===== config.mk =====
export PLATFORM = sky130hd
export DESIGN_NAME = evt_cnt_bank
export DESIGN_NICKNAME = d
export VERILOG_FILES = /design/src/rtl/evt_cnt_pkg.sv /design/src/rtl/evt_cnt_ctrl.sv /design/src/rtl/evt_cnt_dpath.sv /design/src/rtl/evt_cnt_bank.sv
export SDC_FILE = /design/constraint.sdc
export NUM_CORES = 1
export LEC_CHECK = 0
export BUFFER_PORTS_ARGS = -buffer_cell sky130_fd_sc_hd__buf_4
export CAP_MARGIN = 20
export CORE_MARGIN = 2
export CORE_UTILIZATION = 37
export CTS_CLUSTER_SIZE = 10
export DETAILED_ROUTE_END_ITERATION = 16
export GPL_TIMING_DRIVEN = 0
export SYNTH_ARGS = -nofsm -noshare
export SYNTH_HDL_FRONTEND = slang
export SYNTH_SLANG_ARGS = --single-unit

===== constraint.sdc =====
create_clock -name clk -period 6.26 [get_ports clk]
set_input_delay 0.313 -clock clk [delete_from_list [all_inputs] [get_ports clk]]
set_output_delay 0.313 -clock clk [all_outputs]
set_load 0.1 [all_outputs]

===== src/rtl/evt_cnt_pkg.sv =====
package evt_cnt_pkg;

  localparam int IDX_W = 8;

  // Command word, bit 4 down to bit 0
  typedef struct packed {
    logic sample;
    logic stop;
    logic start;
    logic clear;
    logic rstPtr;
  } cmd_t;

  // Strobes from control to datapath
  typedef struct packed {
    logic             clear;
    logic             sample;
    logic             run;
    logic             selWe;
    logic             preWe;
    logic [IDX_W-1:0] itemIdx;   // counter index for selector and status items
    logic [IDX_W-1:0] wordCnt;   // counter index for data items
    logic [IDX_W-1:0] wordIdx;   // word index for data items
  } strobe_t;

endpackage


===== src/rtl/evt_cnt_ctrl.sv =====
module evt_cnt_ctrl
  import evt_cnt_pkg::*;
#(
  parameter int NUM_CNT = 5,
  parameter int WORDS   = 1
) (
  input  logic          clk,
  input  logic          rstN,
  input  logic          cmdValid,
  input  logic [4:0]    cmdBits,
  input  logic          selWrite,
  input  logic          statRead,
  input  logic          dataRead,
  input  logic          dataWrite,
  output strobe_t       strobe
);

  localparam int ITEMS = NUM_CNT * WORDS;
  localparam int PTR_W = (ITEMS > 1) ? $clog2(ITEMS) : 1;

  cmd_t             cmd;
  logic [PTR_W-1:0] ptr;
  logic             run;
  logic             anyAccess;
  logic [IDX_W-1:0] ptrExt;

  assign cmd       = cmd_t'(cmdBits);
  assign anyAccess = selWrite | statRead | dataRead | dataWrite;
  assign ptrExt    = IDX_W'(ptr);

  // Shared item pointer
  always_ff @(posedge clk) begin
    if (!rstN) begin
      ptr <= '0;
    end else if (cmdValid && cmd.rstPtr) begin
      ptr <= '0;
    end else if (anyAccess) begin
      if (ptr == PTR_W'(ITEMS - 1)) ptr <= '0;
      else                          ptr <= ptr + 1'b1;
    end
  end

  // Run flag; stop has priority over start
  always_ff @(posedge clk) begin
    if (!rstN) begin
      run <= 1'b0;
    end else if (cmdValid) begin
      if (cmd.stop)       run <= 1'b0;
      else if (cmd.start) run <= 1'b1;
    end
  end

  always_comb begin
    strobe         = '0;
    strobe.clear   = cmdValid & cmd.clear;
    strobe.sample  = cmdValid & cmd.sample;
    strobe.run     = run;
    strobe.selWe   = selWrite;
    strobe.preWe   = dataWrite;
    strobe.itemIdx = ptrExt;
    strobe.wordCnt = ptrExt / IDX_W'(WORDS);
    strobe.wordIdx = ptrExt % IDX_W'(WORDS);
  end

endmodule


===== src/rtl/evt_cnt_dpath.sv =====
module evt_cnt_dpath
  import evt_cnt_pkg::*;
#(
  parameter int NUM_CNT = 5,
  parameter int CNT_W   = 32,
  parameter int EVT_W   = 64,
  parameter int SEL_W   = 8
) (
  input  logic             clk,
  input  logic             rstN,
  input  logic [EVT_W-1:0] evtIn,
  input  strobe_t          strobe,
  input  logic [SEL_W-1:0] selData,
  input  logic [31:0]      dataIn,
  output logic [31:0]      dataOut,
  output logic [1:0]       statOut,
  output logic             irq
);

  localparam int WORDS  = (CNT_W + 31) / 32;
  localparam int PAD_W  = WORDS * 32;
  localparam int EVT_IW = (EVT_W > 1) ? $clog2(EVT_W) : 1;

  logic [PAD_W-1:0] shPad  [NUM_CNT];
  logic [1:0]       shStat [NUM_CNT];
  logic [NUM_CNT-1:0] ovfVec;

  for (genvar i = 0; i < NUM_CNT; i++) begin : g_cnt
    logic [CNT_W-1:0] cnt;
    logic [CNT_W-1:0] shCnt;
    logic [SEL_W-1:0] sel;
    logic             ovf;
    logic             hit;
    logic             atMax;
    logic             nearMax;
    logic             bump;
    logic             preHit;
    logic [PAD_W-1:0] padNew;

    assign hit     = (sel < SEL_W'(EVT_W)) && evtIn[sel[EVT_IW-1:0]];
    assign atMax   = &cnt;
    assign nearMax = (&cnt[CNT_W-1:1]) && !cnt[0];
    assign bump    = strobe.run && hit && !atMax;
    assign preHit  = strobe.preWe && (strobe.wordCnt == IDX_W'(i));

    always_comb begin
      padNew = PAD_W'(cnt);
      for (int w = 0; w < WORDS; w++) begin
        if (strobe.wordIdx == IDX_W'(w)) padNew[w*32 +: 32] = dataIn;
      end
    end

    // Live counter and sticky overflow
    always_ff @(posedge clk) begin
      if (!rstN) begin
        cnt <= '0;
        ovf <= 1'b0;
      end else if (strobe.clear) begin
        cnt <= '0;
        ovf <= 1'b0;
      end else if (preHit) begin
        cnt <= padNew[CNT_W-1:0];
      end else if (bump) begin
        cnt <= cnt + 1'b1;
        if (nearMax) ovf <= 1'b1;
      end
    end

    // Event selector
    always_ff @(posedge clk) begin
      if (!rstN) begin
        sel <= '0;
      end else if (strobe.selWe && strobe.itemIdx == IDX_W'(i)) begin
        sel <= selData;
      end
    end

    // Snapshot
    always_ff @(posedge clk) begin
      if (!rstN) begin
        shCnt     <= '0;
        shStat[i] <= '0;
      end else if (strobe.sample) begin
        shCnt     <= cnt;
        shStat[i] <= {atMax, ovf};
      end
    end

    assign shPad[i]  = PAD_W'(shCnt);
    assign ovfVec[i] = ovf;
  end

  assign irq = |ovfVec;

  always_comb begin
    dataOut = '0;
    for (int c = 0; c < NUM_CNT; c++) begin
      for (int w = 0; w < WORDS; w++) begin
        if (strobe.wordCnt == IDX_W'(c) && strobe.wordIdx == IDX_W'(w))
          dataOut = shPad[c][w*32 +: 32];
      end
    end
  end

  always_comb begin
    statOut = '0;
    for (int c = 0; c < NUM_CNT; c++) begin
      if (strobe.itemIdx == IDX_W'(c)) statOut = shStat[c];
    end
  end

endmodule


===== src/rtl/evt_cnt_bank.sv =====
module evt_cnt_bank
  import evt_cnt_pkg::*;
#(
  parameter int NUM_CNT = 5,
  parameter int CNT_W   = 32
) (
  input  logic        clk,
  input  logic        rstN,
  input  logic [63:0] evtIn,
  input  logic        cmdValid,
  input  logic [4:0]  cmdBits,
  input  logic        selWrite,
  input  logic [7:0]  selData,
  input  logic        statRead,
  output logic [1:0]  statOut,
  input  logic        dataRead,
  output logic [31:0] dataOut,
  input  logic        dataWrite,
  input  logic [31:0] dataIn,
  output logic        irq
);

  localparam int WORDS = (CNT_W + 31) / 32;

  strobe_t strobe;
  logic    running;

  assign running = strobe.run;

  evt_cnt_ctrl #(
    .NUM_CNT (NUM_CNT),
    .WORDS   (WORDS)
  ) u_ctrl (
    .clk       (clk),
    .rstN      (rstN),
    .cmdValid  (cmdValid),
    .cmdBits   (cmdBits),
    .selWrite  (selWrite),
    .statRead  (statRead),
    .dataRead  (dataRead),
    .dataWrite (dataWrite),
    .strobe    (strobe)
  );

  evt_cnt_dpath #(
    .NUM_CNT (NUM_CNT),
    .CNT_W   (CNT_W),
    .EVT_W   (64),
    .SEL_W   (8)
  ) u_dpath (
    .clk     (clk),
    .rstN    (rstN),
    .evtIn   (evtIn),
    .strobe  (strobe),
    .selData (selData),
    .dataIn  (dataIn),
    .dataOut (dataOut),
    .statOut (statOut),
    .irq     (irq)
  );

endmodule


==> out/metrics.cfg, run 1 <==
[floorplan]
die_w_um=234.2
start_util_pct=37.37
die_y_um=234.2
io_pins=151
fp.coreArea_um2=52450
dieArea_um2=54830
fp-row-count=84

[layout]
layout.nets=2524
fillers=5188
design_area_um2=22850
regArea_um2=7687
area_delta_synth_final_pct=16.57
stdcell_count=3106
multi_input_area_um2=11050
layout-drive-gt1-share_pct=11.84
final_util_pct=43.56

[synthesis]
syn_nets=2328
synth_top_family_by_area=compound AO/OA/AOI/OAI gates
synth_compound_area_share_pct=22.03
netlist_area_um2=19600
synth_warnings=0
synthAdderAreaFrac_pct=0.6384
async_flop_share_pct=0
synth_seq_cells=379
yosys.area_share.xor_xnor_pct=6.212
syn_inst=2202
synth_mux_area_share_pct=11.37
avgSynthCellArea_um2=8.900
synth_edf_count=10
synth-seq-area-share_pct=39.22
yosys.area_share.simple_pct=16.11
synth_ff_type=dfxtp_1
synth_cell_type_count=61

[drt]
ant_nets=0
wl_per_cell_um=25.41
dr.first_iter.drc_count=1807
drt-vias-per-instance=6.033
dr.pass1.iters=5
wl_mm=78.91
vias=18740
post-route-drc-count=0

[timing]
min_period_ps=4267
hold_ws_ps=17.34
setup_tns_ps=0
maxSlewViolCount=0
slew_headroom_pct=25.44
hold_viol=0
setup_ws_ps=1993
worst_slew_pin_slew_ps=1118
final-setup-viol-count=0
skew_ps=27.01
max_freq_mhz=234.4
period_share_pct=68.16
rsz0062_at_grt=false

[grt]
grt_max_degree=12
grt_overflow=0
antenna_found_initial=3
grt_usage_pct=28.26
grt_pass1_vias=18060
grt_pass1_wl_mm=115.4

[run_status]
status=finished clean

[worst_hold_path]
min_from=cmdBits[2]
min_path_type=in -> reg
hold-path-endpoint=u_ctrl.run
holdPathStages=3

[power_and_ir_drop]
clockPowerShare_pct=40.6
vdd_drop_max_v=0.0002301
pwr-share-comb_pct=15.9
p_int_mw=4.130
switchingPower_mw=1.734
finalPower_mw=5.863
seqPwrFrac_pct=43.6
p_leak_nw=7.718
switching_share_pct=29.57
power-per-cell-area_nw_per_um2=256.6

[placed_design]
dpl.hpwl_mm=60.45
placed_area_um2=21570
placedCellCount=3038
dp_slack_ps=2271
port_buffers=148
gp_routability_congestion=0.9769

[critical_path]
cpPeakStageDelay_ps=700
cp.arrival_ps=3950
worst-r2r-cell-count=13
cp_cell_sequence=ha_1 -> ha_1 -> clkbuf_1 -> clkbuf_1 -> clkbuf_1 -> a21oi_1 -> o21ai_0 -> buf_4
r2r_start=u_dpath.g_cnt[0].sel[0]
crit_fanout=10
r2r-end=u_dpath.g_cnt[0].cnt[8]
critPathKind=reg -> out
cp-start-kind=register
cp-end-kind=primary output
critPathMostFrequentCell=clkbuf_1
worstPathRequired_ps=5950
reg2reg_slack_ps=2170
cpMaxStageDelayCell=clkbuf_1

[clock_tree]
cts.clk_slew.worst_paths_ps=60
insertion_delay_ps=570
cts_setup_buffers=0
cts_tree=yes
cts_hold_buf=0
clock_sinks=379
numCtsBuffers=45
clockRootBuffer=clkbuf_16
post_cts_resized=0
clk_path_buf_depth=3
h-tree-depth=2

[run]
cap_violations=0

==> power groups by stage <==
stage	clock network [mW]	logic (mW)	registers, mW
finish	2.38	0.930	2.55
CTS	2.40	0.918	2.55
global route	2.51	0.976	2.56
floorplan	0	0.550	2.58
global placement	0	0.907	2.60
detailed placement	0	0.915	2.60
==> area by class of cell <==
class                      instances  area share (%)
timing repair buffer             149           4.896
inverter                          30          0.4929
multi-input combinational       1611           48.35
tap                              688           3.768
clock inverter                     2         0.07667
antenna                            2         0.02191
clock buffer                      63           5.455
buffer                           182           3.297
sequential                       379           33.65
==> sequential cells by signal, indices dropped and copies added, names as in the netlist <==
signal,count
u_ctrl.run,1
u_ctrl.ptr,3
u_dpath.g_cnt.cnt,160
u_dpath.shStat,10
u_dpath.g_cnt.ovf,5
u_dpath.g_cnt.sel,40
u_dpath.g_cnt.shCnt,160
==> metal layers <==
metal	track usage (%)	vias up	share of wire, %
met3	3.672	209	6.9
met1	36.00	9099	41
li1	-	8544	-
met4	15.03	4	5.7
met2	46.59	884	46
met5	0	-	0.046
==> how the worst max path moves through the flow <==
stage	slack, ps	cells past startpoint	end	from
global placement	2250	12	u_dpath.g_cnt[2].cnt[14]	u_dpath.g_cnt[2].sel[0]
finish	1990	8	dataOut[1]	u_ctrl.ptr[0]
detailed placement	2270	12	u_dpath.g_cnt[2].cnt[29]	u_dpath.g_cnt[2].sel[0]
CTS	2070	8	dataOut[1]	u_ctrl.ptr[0]
floorplan	2220	10	statOut[0]	u_ctrl.ptr[0]
global route	1860	8	dataOut[1]	u_ctrl.ptr[0]
==> critical path: cells and delay by family (launching register included) <==
kind,cells,cell delay (ps)
AO/OA/AOI/OAI,2,640
adder cells (fa/ha/maj),2,340
buffers and inverters,4,2000
flip-flops,1,400
==> cell families after synthesis <==
logic type      after synthesis
xor+xnor                    139
buf+inv                     212
mux                         145
compound gates              677
simple gates                640
fa+ha+maj                    10
flops                       379
==> synthesized netlist by cell type (7+ instances only) <==
master | instances | area (µm²)
a31oi_1 | 9 | 56.30
a21oi_1 | 184 | 920.9
ha_1 | 10 | 125.1
edfxtp_1 | 10 | 300.3
clkbuf_1 | 147 | 551.8
nor2_1 | 108 | 405.4
o21ai_0 | 213 | 1066
a211oi_1 | 18 | 135.1
inv_1 | 29 | 108.9
a22oi_1 | 16 | 120.1
nand4_1 | 37 | 231.5
xor2_1 | 62 | 543.0
a221oi_1 | 34 | 297.8
buf_2 | 20 | 100.1
a22o_1 | 142 | 1244
and3_1 | 32 | 200.2
nor4_1 | 10 | 62.56
and4_1 | 24 | 210.2
a21boi_0 | 41 | 307.8
and2_1 | 23 | 143.9
mux2i_1 | 82 | 820.8
mux4_2 | 54 | 1216
dfxtp_1 | 369 | 7387
or3_1 | 7 | 43.79
buf_1 | 8 | 30.03
xnor2_1 | 77 | 674.4
nor2b_1 | 11 | 68.82
nand3_1 | 118 | 590.6
nor3_1 | 67 | 335.3
nand2_1 | 179 | 671.9
==> placed cells by master (no fill, tap or decap), drive strengths merged, types with 2 or more instances in the layout <==
master   count
buf        183
diode        2
o21ai      213
a22oi       16
a21oi      184
nor2       108
inv         31
clkbuf     211
a221oi      34
nor3        67
o22ai        3
or3          7
and3        32
nand2      179
mux2         3
a21boi      41
mux4        60
nand3      118
edfxtp      10
nand4b       6
ha          10
or3b         2
dfxtp      369
xor2        62
and4        24
nand2b       5
nor4        10
and2        24
nor2b       11
a41oi        3
o2111ai      2
nor3b        3
or4b         2
a311oi       3
a31oi        9
a211oi      18
xnor2       77
a22o       142
mux2i       82
nand4       37
Note: power is estimated with default switching activity, not from simulation.
==> inputs of run 2 (changes only) <==
- clock period: 6.26 -> 3.9 ns (I/O delays scaled with it)
==> run 2 against run 1 <==
Effect of this change: power is 63% higher; worst setup slack got worse by 2000 ps; critical path depth grew 1; sequential share of layout area shrank 0.44 points; non-clock buffer count up 23; the flow now finishes with violations (negative setup slack); sequential power grew 61%; register-to-register slack worse by 1900 ps; highest routed layer is now met4; first-iteration DRC count increased by 4.9%; worst hold slack worse by 1.2 ps; clock skew down 0.83 ps.
==> out/metrics.cfg, run 2 (synthesis results as in run 1) <==
[timing]
max_freq_mhz=256.0
skew_ps=26.17
rsz0062_at_grt=true
maxSlewViolCount=0
min_period_ps=3906
slew_headroom_pct=29.30
period_share_pct=100.2
hold_viol=0
final-setup-viol-count=1
worst_slew_pin_slew_ps=1060
setup_ws_ps=-6.285

[power_and_ir_drop]
p_leak_nw=7.872
finalPower_mw=9.532
vdd_drop_max_v=0.0003544
power-per-cell-area_nw_per_um2=411.7

[layout]
reg_top3=u_dpath.g_cnt.cnt (160), u_dpath.g_cnt.shCnt (160), u_dpath.g_cnt.sel (40)
final_util_pct=44.14
regArea_um2=7687
final_cell_mix=dfxtp_1 (369), a21oi_1 (184), o21ai_0 (183)
multi_input_area_um2=11080
fillers=5125
final_common_cell=dfxtp_1
layout-drive-gt1-share_pct=12.28
area_delta_synth_final_pct=18.12
num_antenna_cells=0
layout.nets=2547

[drt]
wl_mm=79.47
post-route-drc-count=0
dr.first_iter.drc_count=1896
wl_per_cell_um=25.45
ant_nets=0
vias=18890
drt-vias-per-instance=6.052
dr.pass1.iters=6

[grt]
antenna_found_initial=1
grt_pass1_wl_mm=115.7
grt_usage_pct=28.58
grt_max_degree=12
busiest_layer=met2
grt_use_met3_pct=3.696
use_met2_pct=47.08
gr-usage-met1_pct=36.14
grt_pass1_vias=17960
grt_overflow=0

[critical_path]
cp-end-kind=primary output
reg2reg_slack_ps=280
worst-r2r-cell-count=12
worstPathRequired_ps=3700
crit_fanout=10
cp.arrival_ps=3710
critPathKind=reg -> out
cp-start-kind=register

[clock_tree]
numCtsBuffers=45
cts_tree=yes
h-tree-depth=2
clockRootBuffer=clkbuf_16
clk_path_buf_depth=3
clock_sinks=379
insertion_delay_ps=580
cts.clk_slew.worst_paths_ps=60

[floorplan]
fp.coreArea_um2=52450
io_pins=151
die_y_um=234.2
start_util_pct=37.37
die_w_um=234.2
dieArea_um2=54830
fp-row-count=84

[worst_hold_path]
holdPathStages=3
min_path_type=in -> reg

[run_status]
violations=negative setup slack
status=finished with violations

[placed_design]
port_buffers=148
gp_routability_congestion=0.9754
dpl.hpwl_mm=60.27

[run]
cap_violations=0

[run 2: cell count changes in the layout (fill, tap and decap cells not counted), moves of 5 or more]
cell           delta
dlygate4sd3_1    +25
clkbuf_2          +5
o21ai_0          -30
o21ai_1          +30
clkbuf_1         -16
[run 2: worst paths after layout]
path,end,from
min,u_dpath.g_cnt[3].cnt[6],dataIn[6]
max reg2reg,u_dpath.g_cnt[3].cnt[31],u_dpath.g_cnt[3].sel[0]
min reg2reg,u_dpath.g_cnt[4].shCnt[31],u_dpath.g_cnt[4].shCnt[31]
max,dataOut[1],u_ctrl.ptr[0]
[run 2: cell type report]
cell class,count,share of cell area [%]
Buffer,180,3.259
Clock buffer,56,5.356
Clock inverter,4,0.2216
Inverter,30,0.4864
Multi-Input combinational cell,1611,47.84
Sequential cell,379,33.21
Tap cell,688,3.718
Timing Repair Buffer,174,5.913
[run 2: where the power goes]
group | internal (mW) | switching [mW] | leakage (nW)
clock network | 2.27 | 1.63 | 0.631
logic | 0.468 | 1.06 | 4.15
registers | 3.99 | 0.109 | 3.09
[run 2: repair_timing]
item	in CTS	in global routing
hold buffers	25	0
endpoints found under the setup margin	22	51
buffers inserted	0	0
resized for setup	3	12
hold endpoints to repair	68	0
[run 2: stage by stage]
stage	hold WS, ps	instance area [µm²]	TNS (ps)	instances	setup slack, ps
floorplan	301.1	19600	0	2202	84.06
CTS	0.4504	23130	0	3124	20.27
global route	11.08	23150	-81.02	3122	-41.30
finish	16.12	23150	-6.285	3122	-6.285
global placement	435.7	21570	-3205	3038	-308.0
detailed placement	439.0	21580	-3125	3039	-316.7
[run 2: metal layers]
metal  routed length [µm]  share of wire (%)
met4                 4632                5.8
met2                36920                 46
met5                    0                  0
met1                32050                 40
met3                 5859                7.4
[run 2: critical path: stages, from the launching register on]
cell	delay (ps)
dfxtp_1	410
ha_1	210
nor2b_1	130
clkbuf_1	410
clkbuf_1	490
a221oi_1	180
nor3_1	310
a21oi_1	60
o21ai_0	530
buf_4	410
==> inputs of run 3 (changes only) <==
- CORE_UTILIZATION: 37 -> 45
- HOLD_SLACK_MARGIN: unset -> 0.05
- PLACE_DENSITY: unset -> 0.65
==> run 3 against run 2 <==
Effect of this change: the run now ends clean; register-to-register slack got worse by 70 ps; critical path depth rose by 2; sequential power about the same; wire length decreased by 5.5%; largest cell class unchanged; largest power group unchanged; clock power shrank 5.4%; cell area barely moved; first-iteration DRC count rose by 5.0%; global-route usage is 4.6 points higher; sequential share of layout area about the same; clock-buffer cell count is 1 higher; non-clock buffer count grew 25.
==> out/metrics.cfg, run 3 (synthesis results as in run 1) <==
[grt]
grt_pass1_wl_mm=111.9
grt_max_degree=12
grt_overflow=0
grt_usage_pct=33.13
antenna_found_initial=2
grt_pass1_vias=18380

[critical_path]
cp_cell_sequence=inv_1 -> ha_1 -> nor2b_1 -> nor2b_1 -> clkbuf_2 -> clkbuf_1 -> a221oi_1 -> nor3_1 -> a21oi_1 -> o21ai_1 -> buf_4
cpMaxStageDelayCell=clkbuf_1
critPathKind=reg -> out
crit_family=buffers and inverters
cp-start-kind=register
critPathMostFrequentCell=nor2b_1
cp-end-kind=primary output
cp.arrival_ps=3570
worstPathRequired_ps=3700
crit_fanout=10
path_buf_inv=4
cpPeakStageDelay_ps=480

[layout]
fillers=4057
layout.nets=2571
regArea_um2=7687
final_util_pct=53.75
stdcell_count=3042
final_common_cell=dfxtp_1
final_cell_mix=dfxtp_1 (369), a21oi_1 (184), o21ai_0 (183)
reg_top3=u_dpath.g_cnt.cnt (160), u_dpath.g_cnt.shCnt (160), u_dpath.g_cnt.sel (40)
multi_input_area_um2=11070
layout-drive-gt1-share_pct=11.81
area_delta_synth_final_pct=18.13

[clock_tree]
h-tree-depth=2
insertion_delay_ps=580
numCtsBuffers=44
clockRootBuffer=clkbuf_16
clk_path_buf_depth=3
cts.clk_slew.worst_paths_ps=50
cts_setup_buffers=0
cts_tree=yes
clock_sinks=379

[timing]
slew_headroom_pct=25.18
period_share_pct=96.51
final-setup-viol-count=0
skew_ps=25.96
setup_ws_ps=135.9
hold_viol=0
hold_ws_ps=83.28
worst_slew_pin_slew_ps=1122
maxSlewViolCount=0
rsz0062_at_grt=false
min_period_ps=3764
max_freq_mhz=265.7

[drt]
vias=19130
dr.first_iter.drc_count=1991
wl_mm=75.10
dr.pass1.iters=6
ant_nets=0
post-route-drc-count=0
drt-vias-per-instance=6.288
wl_per_cell_um=24.69

[power_and_ir_drop]
vdd_drop_max_v=0.0003065
finalPower_mw=9.299
p_leak_nw=7.918
power-per-cell-area_nw_per_um2=401.7

[floorplan]
fp.coreArea_um2=43080
fp-row-count=76
start_util_pct=45.50
dieArea_um2=45240
die_w_um=212.7
die_y_um=212.7
io_pins=151

[placed_design]
placedCellCount=2935
port_buffers=148
dp_slack_ps=-96.87
gp_routability_congestion=0.9856
dpl.hpwl_mm=56.87

[worst_hold_path]
min_path_type=in -> reg

[run_status]
status=finished clean

[run]
cap_violations=0

==> run 3: area by class of cell <==
| cell class | count | share of cell area (%) |
|---|---|---|
| multi-input cells | 1611 | 47.82 |
| inverters | 30 | 0.4864 |
| repair buffers | 197 | 6.907 |
| flip-flops and latches | 379 | 33.20 |
| plain buffers | 182 | 3.270 |
| well taps | 585 | 3.161 |
| diodes | 1 | 0.01081 |
| clock buffers | 57 | 5.145 |
==> run 3: worst paths after layout <==
check                             startpoint                    endpoint  slack, ps  cells past startpoint
hold / removal                      statRead               u_ctrl.ptr[0]         80                      5
setup reg to reg     u_dpath.g_cnt[3].sel[0]    u_dpath.g_cnt[3].cnt[14]        210                     13
setup / recovery               u_ctrl.ptr[0]                  dataOut[3]        140                     11
hold reg to reg   u_dpath.g_cnt[4].shCnt[31]  u_dpath.g_cnt[4].shCnt[31]        460                      2
==> run 3: metal layers <==
layer / vias to the layer above / share of wire [%] / GRT usage, %
met2: 1018 / 46 / 53.64
met4: 0 / 6.8 / 20.54
met1: 9233 / 40 / 41.97
met3: 229 / 7.4 / 4.515
li1: 8647 / - / -
met5: - / 0 / 0
==> run 3: per-stage QoR <==
step,setup TNS [ps],instance area (µm²)
final,0,23150
after floorplan,0,19600
after CTS,0,23130
after global routing,0,23150
after detailed placement,-338.1,21440
after global placement,-0.4143,21440
==> run 3: power breakdown <==
part           total (mW)  switching, mW  internal (mW)
clock network        3.69           1.59           2.10
registers            4.10          0.110           3.99
logic                1.51           1.03          0.478
==> run 3: what timing repair did <==
item / in CTS / in global routing
gates resized for setup: 3 / 6
hold buffers: 48 / 0
pin swaps: 0 / 0
setup endpoints to repair: 6 / 26
hold endpoints to repair: 187 / 0
cloned: 0 / 0
==> run 3: tightest hold or removal path, cell delays in order <==
cell and delay (ps):
buf_4 80, nor4_1 70, nor3_1 130, a21oi_1 60, nor2_1 70
